--- src/rtl/wave_timer.sv ---
module wave_timer #(
  parameter int CNT_W      = 16,
  parameter int DIV1_LOG2  = 1,
  parameter int DIV2_LOG2  = 3,
  parameter int DIV3_LOG2  = 5
) (
  input  logic             clk,
  input  logic             rst_n,
  input  logic             slow_tick,
  input  logic             wr_en,
  input  logic [2:0]       wr_addr,
  input  logic [CNT_W-1:0] wr_data,
  output logic             out_a,
  output logic             out_b,
  output logic [CNT_W-1:0] count,
  output logic             running
);
  localparam int MODE_W = 15;
  localparam int PSC_W  = DIV3_LOG2;

  logic [MODE_W-1:0] mode_q;
  logic [CNT_W-1:0]  ra_q, rb_q, rc_q, cnt_q;
  logic [PSC_W-1:0]  psc_q;
  logic              run_q, oa_q, ob_q, tick;

  wire cmd_wr   = wr_en && wr_addr == 3'd4;
  wire sw_fire  = cmd_wr && wr_data[2];
  wire adv      = run_q && tick && !sw_fire;
  wire rc_hit   = adv && cnt_q == rc_q;
  wire ra_hit   = adv && cnt_q == ra_q;
  wire rb_hit   = adv && cnt_q == rb_q;

  always_comb begin
    case (mode_q[2:0])
      3'd0:    tick = 1'b1;
      3'd1:    tick = &psc_q[DIV1_LOG2-1:0];
      3'd2:    tick = &psc_q[DIV2_LOG2-1:0];
      3'd3:    tick = &psc_q[DIV3_LOG2-1:0];
      3'd4:    tick = slow_tick;
      default: tick = 1'b0;
    endcase
  end

  function automatic logic act(input logic cur, input logic [1:0] a);
    case (a)
      2'b01:   return 1'b1;
      2'b10:   return 1'b0;
      2'b11:   return ~cur;
      default: return cur;
    endcase
  endfunction

  wire oa_nx = sw_fire ? act(oa_q, mode_q[8:7])   :
               rc_hit  ? act(oa_q, mode_q[6:5])   :
               ra_hit  ? act(oa_q, mode_q[4:3])   : oa_q;
  wire ob_nx = sw_fire ? act(ob_q, mode_q[14:13]) :
               rc_hit  ? act(ob_q, mode_q[12:11]) :
               rb_hit  ? act(ob_q, mode_q[10:9])  : ob_q;

  always_ff @(posedge clk) begin
    if (!rst_n) begin
      mode_q <= '0;
      ra_q   <= '0;
      rb_q   <= '0;
      rc_q   <= '0;
      cnt_q  <= '0;
      psc_q  <= '0;
      run_q  <= 1'b0;
      oa_q   <= 1'b0;
      ob_q   <= 1'b0;
    end else begin
      psc_q <= psc_q + 1'b1;
      if (wr_en) begin
        case (wr_addr)
          3'd0: mode_q <= wr_data[MODE_W-1:0];
          3'd1: ra_q   <= wr_data;
          3'd2: rb_q   <= wr_data;
          3'd3: rc_q   <= wr_data;
          default: ;
        endcase
      end
      if (cmd_wr && wr_data[1])      run_q <= 1'b0;
      else if (cmd_wr && wr_data[0]) run_q <= 1'b1;
      if (sw_fire)     cnt_q <= '0;
      else if (rc_hit) cnt_q <= '0;
      else if (adv)    cnt_q <= cnt_q + 1'b1;
      oa_q <= oa_nx;
      ob_q <= ob_nx;
    end
  end

  assign out_a   = oa_q;
  assign out_b   = ob_q;
  assign count   = cnt_q;
  assign running = run_q;

  assert_trigger_zero_R5: assert property (@(posedge clk) disable iff (!rst_n)
    sw_fire |=> cnt_q == '0);

  assert_hold_R7: assert property (@(posedge clk) disable iff (!rst_n)
    (!run_q && !sw_fire) |=> ($stable(cnt_q) && $stable(out_a) && $stable(out_b)));

  assert_disable_wins_R7: assert property (@(posedge clk) disable iff (!rst_n)
    (cmd_wr && wr_data[1]) |=> !running);

  assert_wrap_R2: assert property (@(posedge clk) disable iff (!rst_n)
    (run_q && tick && !sw_fire && count == rc_q) |=> count == '0);

  assert_step_R2: assert property (@(posedge clk) disable iff (!rst_n)
    (run_q && tick && !sw_fire && count != rc_q) |=> count == CNT_W'($past(count) + 1'b1));

  assert_no_tick_R8: assert property (@(posedge clk) disable iff (!rst_n)
    (mode_q[2:0] > 3'd4 && !sw_fire) |=> $stable(count));
endmodule

--- config.mk ---
export PLATFORM = sky130hd
export DESIGN_NAME = wave_timer
export DESIGN_NICKNAME = d
export VERILOG_FILES = /design/src/rtl/wave_timer.sv
export SDC_FILE = /design/constraint.sdc
export NUM_CORES = 1
export LEC_CHECK = 0
export BUFFER_PORTS_ARGS = -buffer_cell sky130_fd_sc_hd__buf_2
export CAP_MARGIN = 20
export CORE_ASPECT_RATIO = 0.75
export CORE_MARGIN = 3
export CORE_UTILIZATION = 48
export DETAILED_ROUTE_END_ITERATION = 10
export PLACE_DENSITY_LB_ADDON = 0.2
export RECOVER_POWER = 25
export SETUP_SLACK_MARGIN = 0.02
export SLEW_MARGIN = 20
export SYNTH_ARGS = -nofsm -noshare
export SYNTH_HDL_FRONTEND = slang
export SYNTH_SLANG_ARGS = --single-unit
--- constraint.sdc ---
create_clock -name clk -period 6 [get_ports clk]
set_clock_uncertainty 0.2 [all_clocks]
set_input_delay 0 -clock clk [delete_from_list [all_inputs] [get_ports clk]]
set_output_delay 0 -clock clk [all_outputs]
set_load 0.02 [all_outputs]
Yosys cells after proc, flatten, opt, wreduce, memory -nomap -nowiden
Cells that the tools add are included.
Widths: inputs -> output; s select.
{"block": "totals", "reg_bits": 87, "out_inout_bits": 19, "word_cells": 86}
{"block": "classes", "bitwise": 3, "n_reduce_logical": 26, "add_sub_neg": 2, "muxes": 13, "n_eq_ne": 33}
{"cell": "$eq 16x16->1", "count": 3}
{"cell": "$eq 2x2->1 const B", "count": 12}
{"cell": "$pmux 1 s3", "count": 6}
{"cell": "$add 16x1->16 const B", "count": 1}
{"cell": "$eq 2x1->1 const B", "count": 6}
{"cell": "$eq 3x2->1 const B", "count": 4}
{"cell": "$ne 5x2->1 const B", "count": 2}
{"cell": "$reduce_bool 5->1", "count": 2}
{"cell": "$logic_and 1x1->1", "count": 9}
{"cell": "$ne 4x1->1 const B", "count": 2}
{"cell": "$reduce_and 2->1", "count": 4}
{"cell": "$reduce_and 4->1", "count": 2}
{"cell": "$eq 3x1->1 const B", "count": 2}
{"cell": "$eq 3x3->1 const B", "count": 2}
{"cell": "$logic_not 3->1", "count": 2}
{"cell": "$mux 1", "count": 6}
{"cell": "$reduce_bool 3->1", "count": 2}
{"cell": "$add 5x1->5 const B", "count": 1}
{"cell": "$pmux 1 s5", "count": 1}
{"cell": "$reduce_and 5->1", "count": 1}
{"cell": "$not 1->1", "count": 3}
{"cell": "$reduce_and 3->1", "count": 1}
{"cell": "$reduce_or 3->1", "count": 1}
{"cell": "$reduce_or 2->1", "count": 1}
{"cell": "$logic_not 1->1", "count": 1}

Depth between registers and ports, before layout
{"block": "depth", "word_depth": 9, "mapped_depth": 10, "depth_no_buf": 9}

Worst setup path after synthesis
Ideal clock, no wire load.
{"block": "synth_path", "kind": "register -> register", "from": "register cnt_q[11] (netlist: count[11])", "to": "register cnt_q[10] (netlist: count[10])", "arrival_time_ns": 1.876, "setup_ns": 0.117, "path_slack_ns": 3.807, "path_stages_with_launch": 8, "path_cell_list": "dfxtp_1 clkbuf_1 xor2_1 nor4_1 nand4_1 o211ai_2 buf_2 nor2_1"}
{"block": "synth_between", "elab_chain_len": 3}
{"element": "start: declaration", "line": "22", "source": "logic [CNT_W-1:0] ra_q, rb_q, rc_q, cnt_q;"}
{"element": "start signal: assignment", "line": "86", "source": "else if (adv) cnt_q <= cnt_q + 1'b1;"}
{"element": "$eq 16x16->1", "line": "29", "source": "wire rc_hit = adv && cnt_q == rc_q;"}
{"element": "$logic_and 1x1->1", "line": "29"}
{"element": "$reduce_or 3->1 (no line)"}
Every way passes these cells.
A chain may end at the register's enable or synchronous reset.

Final worst setup path
{"block": "layout_path", "from": "register psc_q[0]", "to": "register cnt_q[14] (netlist: count[14])"}
{"block": "layout_between", "elab_chain_len": 6, "word_cells_on_any_way": 7, "cone_classes": "mux: 1; reduce/logical: 6"}
{"element": "start: declaration", "line": "23", "source": "logic [PSC_W-1:0] psc_q;"}
{"element": "start signal: assignment", "line": "72", "source": "psc_q <= psc_q + 1'b1;"}
{"element": "$reduce_and 5->1 or $reduce_and 3->1 (tied branches)", "line": "38, 37"}
{"element": "$pmux 1 s5 *", "line": "34", "source": "case (mode_q[2:0])"}
{"element": "$logic_and 1x1->1 * (2 in series)", "line": "28", "source": "wire adv = run_q && tick && !sw_fire;"}
{"element": "$logic_and 1x1->1", "line": "29"}
{"element": "$reduce_or 3->1 (no line)"}
Mark *: on every way between the ends. The rest lies on a longest branch, timed or not.

==> results.md <==
- Max Cap Viol: 0
- RSZ-0062 raised after global routing: false
- Reg2reg start: psc_q[0]
- Worst endpoint required time: roughly 6000 ps
- Setup TNS: 0 ps
- Min-delay src: rst_n
- Clock root cell: clkbuf_16
- Failing checks: hold timing
- Peak supply drop: 0.165 mV
- Clk slew on worst S/H paths: about 60 ps
- Antenna viol nets, final: 0
- Initial antenna violation count: 0
- GR met2 Demand/Resource: 0.349
- Overall Power: around 1.2 mW
- Vias/cell: approximately 5.5
- CTS tree: done
- Vias post-DR: ~3600
- Synth Area per Inst: approximately 8.3 um2
- Ys async rst share: 0
- Post-Syn Instances: 520
- Top cells by area, synth: dfxtp_1 (40%), nand2_1 (12%), a21boi_0 (11%)
- Rel. slew slack: 0.286
- Drt initial violations: ~300
- Global route hottest layer: met2
- Fin crit share: 0.415
- CP Launch Type: flip-flop
- Total CTS buffers: 9
- Area grow syn2layout: 14.6%
- Final-report max-slew violation count: 0
- CTS sink count: 87
- # diodes: 0
- Worst skew pair latency: roughly 340 ps
- Clock Tree Buf Depth: 2
- Synth warn: 0
- Lkg Pwr: a little over 2 nW
- Total Routing Usage GR: 0.236
- FF-to-FF path depth: 8
- Final Hold Viols: 1
- Peak Freq: 402 MHz
- Die width: 115 um
- Post-synth top area share: 0.404
- Worst reg2reg endpoint: count[14]
- Initial core utilization: 0.501
- Synth cell types: 40
- WHS Endpoint: running
- EDFF count, synth: 0
- Port bufs: 41
- Crit path DAT: between 2000 and 2500 ps
- Post-Syn Area: 0.00431 mm2
- # setup viols final: 0
- First-pass GRT wire length: 18100 um
- CORE AREA: about 0.0086 mm2
- Detailed-router iteration count before antenna repair: 4
- CTS Hold Bufs: 16
- Sequential area share after synthesis: 0.404
- Slew @ Worst Pin: 1070 ps
- Hold Path Depth: 3
- # rows: 29
- Resize count post-CTS: 0
- Syn_nets: 555
- Grt total ovfl: 0
- GR Util met1: 0.330
- Slack of the worst reg-to-reg path: between 3000 and 4000 ps
- Fin nets: around 600
- Most common cell after layout, fill and taps aside: nand2_1
- Hold Crit Class: in2reg
- CP Max Fanout: 16
- Largest net degree at the start of global routing: 73
- Worst Slack Setup Final: roughly 3500 ps
- Top FF cell, synth: dfxtp_1
- Detailed-placement wirelength estimate: between 8000 and 9000 um
- Synth Register Bits: 87
- Hold Slack: -9.33 ps
- CTS H-Tree Depth: 3
- Most frequent cells in the layout: nand2_1 (140), dfxtp_1 (87), a21boi_0 (63), xor2_1 (48), buf_2 (34)
- Largest area contributor in the netlist: dfxtp_1
- GR Util met3: 0.0725
- Post-place setup slack: 3510 ps
- DR WL/cell: between 15 and 20 um
- Outcome: finished, violations left
- Setup crit end kind: flip-flop
- GP Congestion: ~0.92
- Crit Path Category: reg2reg
- Ports: 42
- Post-Route WL: 11200 um
- Die height: 88.1 um
- Post-CTS setup repair buffer count: 0
- Die Area: 0.0102 mm2
- Number of global-route vias before repair: around 3500
- DRC Markers: 0
- Pwr Density: 245 mW/mm2
- Period minus WS final: 2490 ps
- Share of cells above drive strength 1: 0.0969
## area by class of cell
class | count | area, um2
inverters | 10 | 37.5
clock buffers | 13 | 260
clock inverters | 3 | 17.5
flip-flops and latches | 87 | 1740
multi-input cells | 386 | 2380
fillers | 806 | 3660
well taps | 108 | 135
repair buffers | 58 | 368
## worst max-delay path, stage by stage, from the launching register on
cell and delay, ps:
dfxtp_1 380, ha_1 180, and3_1 150, ha_1 140, mux2i_1 70, nor2_1 230
o21ai_1 230, o211ai_2 630, nor2_1 120
## power breakdown
group,internal (mW),leakage [nW],switching [mW]
clock network,0.302,0.136,0.220
logic,0.0377,1.21,0.0524
registers,0.589,0.704,0.0104
total,0.929,2.05,0.283
## registers in the layout, summed over array words and instances, names as in the netlist
signal,cells
rb_q,16
out_a,1
rc_q,16
out_b,1
count,16
mode_q,15
psc_q,5
running,1
ra_q,16
## cell usage after synthesis (3+ instances only)
cell,instances
ha_1,12
nand2b_1,3
nand3_1,9
nand4_1,6
xnor2_1,16
buf_2,3
xor2_1,48
nand2_1,140
a21boi_0,61
nor4_1,10
and2_1,5
inv_1,10
mux2i_1,5
a211oi_1,4
a21oi_1,9
dfxtp_1,87
nor2_1,23
and3_1,4
clkbuf_1,33
nor3_1,4
## per-layer routing
metal | part of all wire | vias to the layer above | routed length [um]
met5 | 0 | - | 0
met4 | 0.011 | 0 | 121
met3 | 0.10 | 12 | 1140
met2 | 0.43 | 131 | 4800
met1 | 0.46 | 1715 | 5120
li1 | - | 1785 | -
## cells by family after synthesis
group / count (synthesis) / share of synthesized area
buffers and inverters: 47 / 0.0435
XOR/XNOR: 64 / 0.130
AND/OR/NAND/NOR: 217 / 0.224
AO/OA/AOI/OAI: 88 / 0.152
adder cells (fa/ha/maj): 12 / 0.0348
multiplexers: 5 / 0.0116
flip-flops: 87 / 0.404
## how the worst max path moves through the flow
stage | end | startpoint
2_1_floorplan | count[10] | count[11]
6_report | count[14] | psc_q[0]
5_1_grt | count[14] | count[2]
3_3_place_gp | count[0] | psc_q[0]
3_5_place_dp | count[0] | count[2]
4_1_cts | count[0] | psc_q[0]
## metrics by stage
step	cells	cell area, um2	util
final	665	4940	0.575
after global routing	665	4940	0.575
after CTS	665	4950	0.575
after detailed placement	633	4510	0.524
after global placement	633	4510	0.524
after floorplan	520	4310	-
(Power assumes the default switching activity.)
